File: src/rtl/codec_host_pkg.sv
package codec_host_pkg;

    typedef enum logic [1:0] {
        BUS_IDLE,
        BUS_READ,
        BUS_WRITE,
        BUS_DONE
    } bus_state_t;

    typedef enum logic {
        CAP_EMPTY,
        CAP_SEND
    } cap_state_t;

    typedef enum logic {
        PLAY_IDLE,
        PLAY_FILL
    } play_state_t;

    // One completed host access, valid for a single clock
    typedef struct packed {
        logic       reg_rd;
        logic       reg_wr;
        logic       cap_rd;
        logic       play_wr;
        logic [1:0] addr;
        logic [7:0] data;
    } commit_t;

endpackage

File: src/rtl/codec_bus_fsm.sv
module codec_bus_fsm
    import codec_host_pkg::*;
#(
    parameter int SYNC_STAGES = 2,
    parameter int ADDR_W      = 2,
    parameter int DATA_W      = 8
) (
    input  logic              clk,
    input  logic              rst_n,
    input  logic              cs_n,
    input  logic              rd_n,
    input  logic              wr_n,
    input  logic [ADDR_W-1:0] addr,
    input  logic [DATA_W-1:0] din,
    input  logic              cap_ack_n,
    input  logic              play_ack_n,
    output commit_t           cmt
);

    localparam int PIPE_W = 5 + ADDR_W + DATA_W;

    logic [PIPE_W-1:0] pipe [SYNC_STAGES];
    logic [PIPE_W-1:0] raw;
    logic [PIPE_W-1:0] s;

    assign raw = {rd_n, wr_n, cs_n, cap_ack_n, play_ack_n, addr, din};

    always_ff @(posedge clk or negedge rst_n) begin
        if (!rst_n) begin
            for (int i = 0; i < SYNC_STAGES; i++) pipe[i] <= '1;
        end else begin
            pipe[0] <= raw;
            for (int i = 1; i < SYNC_STAGES; i++) pipe[i] <= pipe[i-1];
        end
    end

    assign s = pipe[SYNC_STAGES-1];

    logic              s_rd_n, s_wr_n;
    logic              s_cs_n, s_cack_n, s_pack_n;
    logic [ADDR_W-1:0] s_addr;
    logic [DATA_W-1:0] s_data;

    assign {s_rd_n, s_wr_n, s_cs_n, s_cack_n, s_pack_n, s_addr, s_data} = s;

    bus_state_t state_q, state_d;

    always_ff @(posedge clk or negedge rst_n) begin
        if (!rst_n) state_q <= BUS_IDLE;
        else        state_q <= state_d;
    end

    always_comb begin
        state_d = state_q;
        unique case (state_q)
            BUS_IDLE: begin
                if (!s_rd_n)      state_d = BUS_READ;
                else if (!s_wr_n) state_d = BUS_WRITE;
            end
            BUS_READ:  if (s_rd_n) state_d = BUS_DONE;
            BUS_WRITE: if (s_wr_n) state_d = BUS_DONE;
            BUS_DONE:  state_d = BUS_IDLE;
            default:   state_d = BUS_IDLE;
        endcase
    end

    // Qualifiers held from the last cycle the strobe was seen low
    logic              h_read, h_cs_n, h_cack_n, h_pack_n;
    logic [ADDR_W-1:0] h_addr;
    logic [DATA_W-1:0] h_data;
    logic              strobe_low;

    assign strobe_low = (state_q != BUS_DONE) && (!s_rd_n || !s_wr_n);

    always_ff @(posedge clk or negedge rst_n) begin
        if (!rst_n) begin
            h_read   <= 1'b0;
            h_cs_n   <= 1'b1;
            h_cack_n <= 1'b1;
            h_pack_n <= 1'b1;
            h_addr   <= '0;
            h_data   <= '0;
        end else if (strobe_low) begin
            if (state_q == BUS_IDLE) h_read <= !s_rd_n;
            h_cs_n   <= s_cs_n;
            h_cack_n <= s_cack_n;
            h_pack_n <= s_pack_n;
            h_addr   <= s_addr;
            h_data   <= s_data;
        end
    end

    always_comb begin
        cmt      = '0;
        cmt.addr = h_addr;
        cmt.data = h_data;
        if (state_q == BUS_DONE) begin
            if (h_read) begin
                if (!h_cack_n)                  cmt.cap_rd = 1'b1;
                else if (h_pack_n && !h_cs_n)   cmt.reg_rd = 1'b1;
            end else begin
                if (!h_pack_n)                  cmt.play_wr = 1'b1;
                else if (h_cack_n && !h_cs_n)   cmt.reg_wr = 1'b1;
            end
        end
    end

    assert_commit_single_R3: assert property (@(posedge clk) disable iff (!rst_n)
        $onehot0({cmt.reg_rd, cmt.reg_wr, cmt.cap_rd, cmt.play_wr}));

    assert_commit_after_release_R11: assert property (@(posedge clk) disable iff (!rst_n)
        (cmt.reg_rd || cmt.reg_wr || cmt.cap_rd || cmt.play_wr) |-> (s_rd_n && s_wr_n));

endmodule

File: src/rtl/codec_ctrl_regs.sv
module codec_ctrl_regs #(
    parameter int NUM_CTRL   = 21,
    parameter int IDX_W      = 5,
    parameter int FMT_IDX    = 8,
    parameter int IFC_IDX    = 9,
    parameter int CNT_HI_IDX = 14,
    parameter int CNT_LO_IDX = 15
) (
    input  logic             clk,
    input  logic             rst_n,
    input  logic             wr_stb,
    input  logic [1:0]       wr_addr,
    input  logic [7:0]       wr_data,
    input  logic             sample_done,
    output logic [IDX_W-1:0] idx_q,
    output logic [7:0]       data_rd,
    output logic [2:0]       nbytes,
    output logic             play_en,
    output logic             cap_en,
    output logic             irq
);

    localparam int CNT_W = 16;
    localparam logic [IDX_W-1:0] LIMIT = IDX_W'(NUM_CTRL);

    logic [7:0]       bank [NUM_CTRL];
    logic [CNT_W-1:0] cnt_q;
    logic             in_range;
    logic             wr_index, wr_data_en, wr_status;
    logic [2:0]       width_bytes;

    assign in_range   = idx_q < LIMIT;
    assign wr_index   = wr_stb && (wr_addr == 2'd0);
    assign wr_data_en = wr_stb && (wr_addr == 2'd1) && in_range;
    assign wr_status  = wr_stb && (wr_addr == 2'd2);

    always_ff @(posedge clk or negedge rst_n) begin
        if (!rst_n)        idx_q <= '0;
        else if (wr_index) idx_q <= wr_data[IDX_W-1:0];
    end

    always_ff @(posedge clk or negedge rst_n) begin
        if (!rst_n) begin
            for (int i = 0; i < NUM_CTRL; i++) bank[i] <= '0;
        end else if (wr_data_en) begin
            for (int i = 0; i < NUM_CTRL; i++)
                if (idx_q == IDX_W'(i)) bank[i] <= wr_data;
        end
    end

    always_comb begin
        data_rd = '0;
        for (int i = 0; i < NUM_CTRL; i++)
            if (idx_q == IDX_W'(i)) data_rd = bank[i];
    end

    assign width_bytes = bank[FMT_IDX][6] ? 3'd2 : 3'd1;
    assign nbytes      = bank[FMT_IDX][4] ? {width_bytes[1:0], 1'b0} : width_bytes;
    assign play_en     = bank[IFC_IDX][0];
    assign cap_en      = bank[IFC_IDX][1];

    logic load_cnt;
    assign load_cnt = wr_data_en && (idx_q == IDX_W'(CNT_HI_IDX));

    always_ff @(posedge clk or negedge rst_n) begin
        if (!rst_n) begin
            cnt_q <= '0;
            irq   <= 1'b0;
        end else begin
            if (load_cnt)
                cnt_q <= {wr_data, bank[CNT_LO_IDX]};
            else if (sample_done)
                cnt_q <= (cnt_q == '0) ? {bank[CNT_HI_IDX], bank[CNT_LO_IDX]} : cnt_q - 1'b1;

            if (sample_done && cnt_q == '0) irq <= 1'b1;
            else if (wr_status)             irq <= 1'b0;
        end
    end

    assert_irq_source_R9: assert property (@(posedge clk) disable iff (!rst_n)
        $rose(irq) |-> $past(sample_done));

    assert_status_clear_R10: assert property (@(posedge clk) disable iff (!rst_n)
        (wr_status && !sample_done) |=> !irq);

endmodule

File: src/rtl/codec_cap_lane.sv
module codec_cap_lane
    import codec_host_pkg::*;
#(
    parameter int WORD_W = 32
) (
    input  logic              clk,
    input  logic              rst_n,
    input  logic              en,
    input  logic              smp_vld,
    input  logic [WORD_W-1:0] smp,
    input  logic [2:0]        nbytes,
    input  logic              take,
    output logic              req,
    output logic [7:0]        byte_out,
    output logic              done
);

    localparam int NB    = WORD_W / 8;
    localparam int PTR_W = $clog2(NB);

    cap_state_t        state_q, state_d;
    logic [WORD_W-1:0] word_q;
    logic [PTR_W-1:0]  ptr_q, last_q;
    logic              at_last;

    assign at_last = ptr_q == last_q;

    always_ff @(posedge clk or negedge rst_n) begin
        if (!rst_n) state_q <= CAP_EMPTY;
        else        state_q <= state_d;
    end

    always_comb begin
        state_d = state_q;
        unique case (state_q)
            CAP_EMPTY: if (en && smp_vld)  state_d = CAP_SEND;
            CAP_SEND:  if (take && at_last) state_d = CAP_EMPTY;
            default:   state_d = CAP_EMPTY;
        endcase
    end

    always_ff @(posedge clk or negedge rst_n) begin
        if (!rst_n) begin
            word_q <= '0;
            ptr_q  <= '0;
            last_q <= '0;
        end else if (state_q == CAP_EMPTY && en && smp_vld) begin
            word_q <= smp;
            ptr_q  <= '0;
            last_q <= PTR_W'(nbytes - 3'd1);
        end else if (state_q == CAP_SEND && take && !at_last) begin
            ptr_q <= ptr_q + 1'b1;
        end
    end

    always_comb begin
        req      = state_q == CAP_SEND;
        done     = (state_q == CAP_SEND) && take && at_last;
        byte_out = 8'(word_q >> {ptr_q, 3'b000});
    end

    assert_cap_hold_R5: assert property (@(posedge clk) disable iff (!rst_n)
        $fell(req) |-> $past(take));

    assert_cap_ptr_R8: assert property (@(posedge clk) disable iff (!rst_n)
        req |-> ptr_q <= last_q);

endmodule

File: src/rtl/codec_play_lane.sv
module codec_play_lane
    import codec_host_pkg::*;
#(
    parameter int WORD_W = 32
) (
    input  logic              clk,
    input  logic              rst_n,
    input  logic              en,
    input  logic              need,
    input  logic              give,
    input  logic [7:0]        din,
    input  logic [2:0]        nbytes,
    output logic              req,
    output logic [WORD_W-1:0] word_out,
    output logic              vld,
    output logic              done
);

    localparam int NB    = WORD_W / 8;
    localparam int PTR_W = $clog2(NB);

    play_state_t       state_q, state_d;
    logic [WORD_W-1:0] word_q, word_nx;
    logic [PTR_W-1:0]  ptr_q, last_q;
    logic              at_last;

    assign at_last = ptr_q == last_q;

    always_ff @(posedge clk or negedge rst_n) begin
        if (!rst_n) state_q <= PLAY_IDLE;
        else        state_q <= state_d;
    end

    always_comb begin
        state_d = state_q;
        unique case (state_q)
            PLAY_IDLE: if (en && need)      state_d = PLAY_FILL;
            PLAY_FILL: if (give && at_last) state_d = PLAY_IDLE;
            default:   state_d = PLAY_IDLE;
        endcase
    end

    always_comb begin
        word_nx = word_q;
        for (int b = 0; b < NB; b++)
            if (ptr_q == PTR_W'(b)) word_nx[b*8 +: 8] = din;
    end

    always_ff @(posedge clk or negedge rst_n) begin
        if (!rst_n) begin
            word_q   <= '0;
            ptr_q    <= '0;
            last_q   <= '0;
            word_out <= '0;
            vld      <= 1'b0;
        end else begin
            vld <= 1'b0;
            if (state_q == PLAY_IDLE && en && need) begin
                word_q <= '0;
                ptr_q  <= '0;
                last_q <= PTR_W'(nbytes - 3'd1);
            end else if (state_q == PLAY_FILL && give) begin
                word_q <= word_nx;
                ptr_q  <= ptr_q + 1'b1;
                if (at_last) begin
                    word_out <= word_nx;
                    vld      <= 1'b1;
                end
            end
        end
    end

    always_comb begin
        req  = state_q == PLAY_FILL;
        done = (state_q == PLAY_FILL) && give && at_last;
    end

    assert_play_hold_R7: assert property (@(posedge clk) disable iff (!rst_n)
        $fell(req) |-> $past(give));

    assert_play_vld_R7: assert property (@(posedge clk) disable iff (!rst_n)
        vld |-> $fell(req));

endmodule

File: src/rtl/codec_host_if.sv
module codec_host_if
    import codec_host_pkg::*;
#(
    parameter int NUM_CTRL    = 21,
    parameter int IDX_W       = 5,
    parameter int WORD_W      = 32,
    parameter int SYNC_STAGES = 2
) (
    input  logic              clk,
    input  logic              rst_n,
    input  logic              cs_n,
    input  logic              rd_n,
    input  logic              wr_n,
    input  logic [1:0]        addr,
    input  logic [7:0]        din,
    output logic [7:0]        dout,
    output logic              xcvr_en_n,
    output logic              xcvr_dir,
    input  logic              cap_ack_n,
    output logic              cap_req,
    input  logic              play_ack_n,
    output logic              play_req,
    output logic              irq,
    input  logic              cap_smp_vld,
    input  logic [WORD_W-1:0] cap_smp,
    input  logic              play_need,
    output logic [WORD_W-1:0] play_smp,
    output logic              play_smp_vld
);

    commit_t          cmt;
    logic [IDX_W-1:0] idx_q;
    logic [7:0]       data_rd, cap_byte;
    logic [2:0]       nbytes;
    logic             play_en, cap_en;
    logic             cap_take, play_give, cap_done, play_done;
    logic             dma_sel;

    codec_bus_fsm #(
        .SYNC_STAGES(SYNC_STAGES),
        .ADDR_W     (2),
        .DATA_W     (8)
    ) u_bus (
        .clk       (clk),
        .rst_n     (rst_n),
        .cs_n      (cs_n),
        .rd_n      (rd_n),
        .wr_n      (wr_n),
        .addr      (addr),
        .din       (din),
        .cap_ack_n (cap_ack_n),
        .play_ack_n(play_ack_n),
        .cmt       (cmt)
    );

    codec_ctrl_regs #(
        .NUM_CTRL(NUM_CTRL),
        .IDX_W   (IDX_W)
    ) u_regs (
        .clk        (clk),
        .rst_n      (rst_n),
        .wr_stb     (cmt.reg_wr),
        .wr_addr    (cmt.addr),
        .wr_data    (cmt.data),
        .sample_done(cap_done || play_done),
        .idx_q      (idx_q),
        .data_rd    (data_rd),
        .nbytes     (nbytes),
        .play_en    (play_en),
        .cap_en     (cap_en),
        .irq        (irq)
    );

    assign cap_take  = cmt.cap_rd  || (cmt.reg_rd && cmt.addr == 2'd3);
    assign play_give = cmt.play_wr || (cmt.reg_wr && cmt.addr == 2'd3);

    codec_cap_lane #(.WORD_W(WORD_W)) u_cap (
        .clk     (clk),
        .rst_n   (rst_n),
        .en      (cap_en),
        .smp_vld (cap_smp_vld),
        .smp     (cap_smp),
        .nbytes  (nbytes),
        .take    (cap_take),
        .req     (cap_req),
        .byte_out(cap_byte),
        .done    (cap_done)
    );

    codec_play_lane #(.WORD_W(WORD_W)) u_play (
        .clk     (clk),
        .rst_n   (rst_n),
        .en      (play_en),
        .need    (play_need),
        .give    (play_give),
        .din     (cmt.data),
        .nbytes  (nbytes),
        .req     (play_req),
        .word_out(play_smp),
        .vld     (play_smp_vld),
        .done    (play_done)
    );

    // Transceiver control follows the pins directly
    assign dma_sel   = !cap_ack_n || !play_ack_n;
    assign xcvr_en_n = !((!rd_n || !wr_n) && (!cs_n || dma_sel));
    assign xcvr_dir  = !(!rd_n && (!cs_n || dma_sel));

    always_comb begin
        if (!cap_ack_n) begin
            dout = cap_byte;
        end else begin
            unique case (addr)
                2'd0:    dout = 8'(idx_q);
                2'd1:    dout = data_rd;
                2'd2:    dout = {7'b0, irq};
                default: dout = cap_byte;
            endcase
        end
    end

    assert_irq_clear_by_status_R10: assert property (@(posedge clk) disable iff (!rst_n)
        $fell(irq) |-> $past(cmt.reg_wr && cmt.addr == 2'd2));

    assert_dma_ignores_cs_R6: assert property (@(posedge clk) disable iff (!rst_n)
        $fell(cap_req) |-> $past(cmt.cap_rd || (cmt.reg_rd && cmt.addr == 2'd3)));

endmodule

File: config.mk
export PLATFORM = sky130hd
export DESIGN_NAME = codec_host_if
export DESIGN_NICKNAME = d
export VERILOG_FILES = /design/src/rtl/codec_host_pkg.sv /design/src/rtl/codec_bus_fsm.sv /design/src/rtl/codec_ctrl_regs.sv /design/src/rtl/codec_cap_lane.sv /design/src/rtl/codec_play_lane.sv /design/src/rtl/codec_host_if.sv
export SDC_FILE = /design/constraint.sdc
export NUM_CORES = 1
export LEC_CHECK = 0
export ABC_AREA = 1
export BUFFER_PORTS_ARGS = -buffer_cell sky130_fd_sc_hd__buf_2
export CORE_ASPECT_RATIO = 0.6
export CORE_MARGIN = 8
export CORE_UTILIZATION = 50
export DETAILED_ROUTE_END_ITERATION = 10
export GPL_TIMING_DRIVEN = 0
export MAX_ROUTING_LAYER = met4
export PLACE_DENSITY = 0.77
export SKIP_CTS_REPAIR_TIMING = 1
export SLEW_MARGIN = 20
export SYNTH_ARGS = -nofsm -noshare
export SYNTH_HDL_FRONTEND = slang
export SYNTH_SLANG_ARGS = --single-unit
File: constraint.sdc
create_clock -name clk -period 2.4 [get_ports clk]
set_input_delay 0.48 -clock clk [delete_from_list [all_inputs] [get_ports clk]]
set_output_delay 0.48 -clock clk [all_outputs]
set_load 0.01 [all_outputs]
==> flow_summary.json <==
{
  "fmax_mhz": 263,
  "rsz0062_at_grt": "yes",
  "num_rows": 49,
  "routabilityCongestion": 0.943,
  "area_growth_pct": 19.5,
  "nNetsFinal": 2109,
  "fin_crit_ps": 3800,
  "grt_pass1_wl_um": 67100,
  "hp-start": "addr[0]",
  "grtUsageTotal": 0.234,
  "drt_iter0_drc": 1794,
  "layout.cells.non_filler": 2479,
  "syn_area_um2": 15300,
  "routedWlPerCell_um": 17.5,
  "htree_num_levels": 1,
  "clk_pin_slew_worst_paths_ps": 70,
  "routed_via_density": 5.48,
  "reg2reg_from": "u_regs.idx_q[2]",
  "synth_warnings": 0,
  "die_y_um": 151,
  "syn_inst": 1873,
  "design.core.area_um2": 30000,
  "die_area_um2": 36600,
  "arrival_ps": 3320,
  "dp.cells": 2380,
  "numCtsBuffers": 30,
  "yosysSeqAreaShare": 0.565,
  "grt_max_degree": 101,
  "maxCapViolCount": 0,
  "cts.sinks": 343,
  "detailed_place_hpwl_um": 30100,
  "ys_types": 41,
  "p_total_uw": 14900,
  "syn_nets": 1935,
  "cp-start-kind": "register",
  "fin_util": 0.608,
  "start_util": 0.509,
  "slew_headroom": 0.443,
  "io_pins": 97,
  "crit_path_end": "dout[3]",
  "port_buffers": 96,
  "layout_common_cells": "711 x nand2_1, 304 x dfrtp_1, 299 x o21ai_0",
  "final_common_cell": "nand2_1",
  "cp-startpoint": "u_regs.idx_q[0]",
  "required_ps": 1920,
  "ir_worst_vdd_v": 0.000624,
  "grt_overflow": 0,
  "setup_slack_ps": -1400,
  "power.density_nw_per_um2": 816,
  "dr_total_vias": 13600,
  "p_leak_uw": 0.00917,
  "grt_pass1_vias": 12700,
  "post-route-period-util": 1.58,
  "drt-total-wl_um": 43300,
  "synth_area_per_cell_um2": 8.15,
  "ant_nets": 0,
  "path_class": "register to primary output",
  "rrSetupSlack_ps": -140,
  "timing.setup.tns_ps": -11040,
  "cts_tree": "yes",
  "failed_checks": "negative setup slack",
  "setup_viol": 17,
  "worstSkewPairLatency_ps": 600,
  "clock-skew-final_ps": 34.7,
  "min_path_type": "input pin to register",
  "outcome": "finished with violations",
  "drive_above_1_share": 0.161,
  "r2r_end": "u_regs.bank[15]",
  "endpoint_kind": "primary output",
  "drtPass1Iterations": 5,
  "synth_seq_cells": 343,
  "r2r_cells": 9,
  "antennaDiodeCount": 0,
  "clk_path_buf_depth": 3,
  "die_w_um": 242,
  "antenna_found_initial": 0,
  "crit_fanout": 7,
  "tightest_slew_ps": 832,
  "root_buffer": "clkbuf_16",
  "fill_cells": 2454,
  "drc": 0,
  "hold_violations": 0,
  "finalMaxSlewViolations": 0
}
-- final cells by class --
class / count / area, µm² / share of cell area
Buffer: 72 / 374 / 0.0205
Clock buffer: 35 / 800 / 0.0438
Clock inverter: 21 / 329 / 0.0180
Inverter: 158 / 606 / 0.0332
Multi-Input combinational cell: 1300 / 6060 / 0.332
Sequential cell: 343 / 8630 / 0.473
Tap cell: 408 / 510 / 0.0280
Timing Repair Buffer: 142 / 926 / 0.0508
-- Yosys cell counts (all sizes together) --
cell type / number / area share
nor3: 10 / 0.0039
a22oi: 1 / 0.00049
dfstp: 33 / 0.057
a221o: 1 / 0.00066
clkbuf: 69 / 0.017
or2: 17 / 0.0070
a31oi: 2 / 0.00082
nand4: 28 / 0.011
o31ai: 1 / 0.00049
o311ai: 1 / 0.00057
o221ai: 3 / 0.0017
and3: 1 / 0.00041
clkinv: 1 / 0.00025
o21ai: 308 / 0.10
a221oi: 1 / 0.00057
a22o: 1 / 0.00057
a211oi: 1 / 0.00049
o22ai: 10 / 0.0041
buf: 3 / 0.0011
nand2: 740 / 0.18
nor2: 87 / 0.023
nor4: 1 / 0.00082
nor3b: 1 / 0.00049
nand3: 39 / 0.013
dfrtp: 310 / 0.51
ha: 11 / 0.0090
o21a: 1 / 0.00049
o211ai: 9 / 0.0044
xor2: 9 / 0.0052
a21oi: 16 / 0.0052
inv: 157 / 0.039
-- layer usage --
layer  GRT usage  vias up  share of wire
li1            -     6327              -
met1       0.328     6611           0.44
met2       0.336      573           0.44
met3      0.0622       83           0.11
met4      0.0544        0          0.022
met5           -        -              0
-- critical path: stages, from the launching register on --
cell	delay [ps]
dfrtp_2	480
inv_4	110
nand2_4	60
nor2_4	150
nand2_4	80
or2_0	200
nand2_1	70
nand4_1	130
nor2_2	180
nand4_1	210
nand2_1	130
nand4_1	90
nand2_1	120
nand4_1	120
nand2_2	120
nand2_1	60
nand2_1	50
nand2_1	60
nand2_1	80
nand2_1	80
buf_2	150
-- stage by stage --
step	setup WS [ps]	hold slack [ps]	cell area, µm²
after global placement	-5560	345	16300
after global routing	-1490	31.1	18200
final	-1400	51.0	18200
after CTS	-1530	-208	17500
after detailed placement	-919	347	16300
after floorplan	13.6	184	15300
-- kinds of logic (layout without fill, tap and decap cells) --
family,after synthesis,after routing,synth area share
compound gates,356,356,0.122
xor+xnor,9,9,0.00516
fa+ha+maj,11,11,0.00902
buf+inv,230,428,0.0569
flops,343,343,0.565
simple gates,924,924,0.242
-- registers in the layout (all words and copies together) (netlist names), 2 cells and up --
register	flops
u_bus.h_addr	2
u_bus.h_data	8
u_bus.pipe	15
u_bus.s	15
u_bus.state_q	2
u_cap.last_q	2
u_cap.ptr_q	2
u_cap.word_q	32
u_play.last_q	2
u_play.ptr_q	2
u_play.word_out	32
u_play.word_q	32
u_regs.bank	166
u_regs.cnt_q	16
u_regs.idx_q	5
-- worst min path at each step --
stage                                endpoint  slack (ps)  cells past startpoint
final                          u_bus.pipe[23]          50                      1
after global routing           u_bus.pipe[24]          30                      1
after CTS                 u_play.word_out[22]        -210                      1
after detailed placement          u_bus.s[10]         350                      0
after global placement            u_bus.s[11]         350                      0
after floorplan               u_bus.h_addr[0]         180                      0
-- power by group --
part | total (µW) | internal (µW) | leakage, µW | switching, µW
Sequential | 6420 | 6040 | 0.00446 | 389
Clock | 5480 | 3170 | 0.000549 | 2310
Combinational | 2980 | 884 | 0.00416 | 2100
Total | 14900 | 10100 | 0.00917 | 4800
Power figures use the tool's default switching activity.
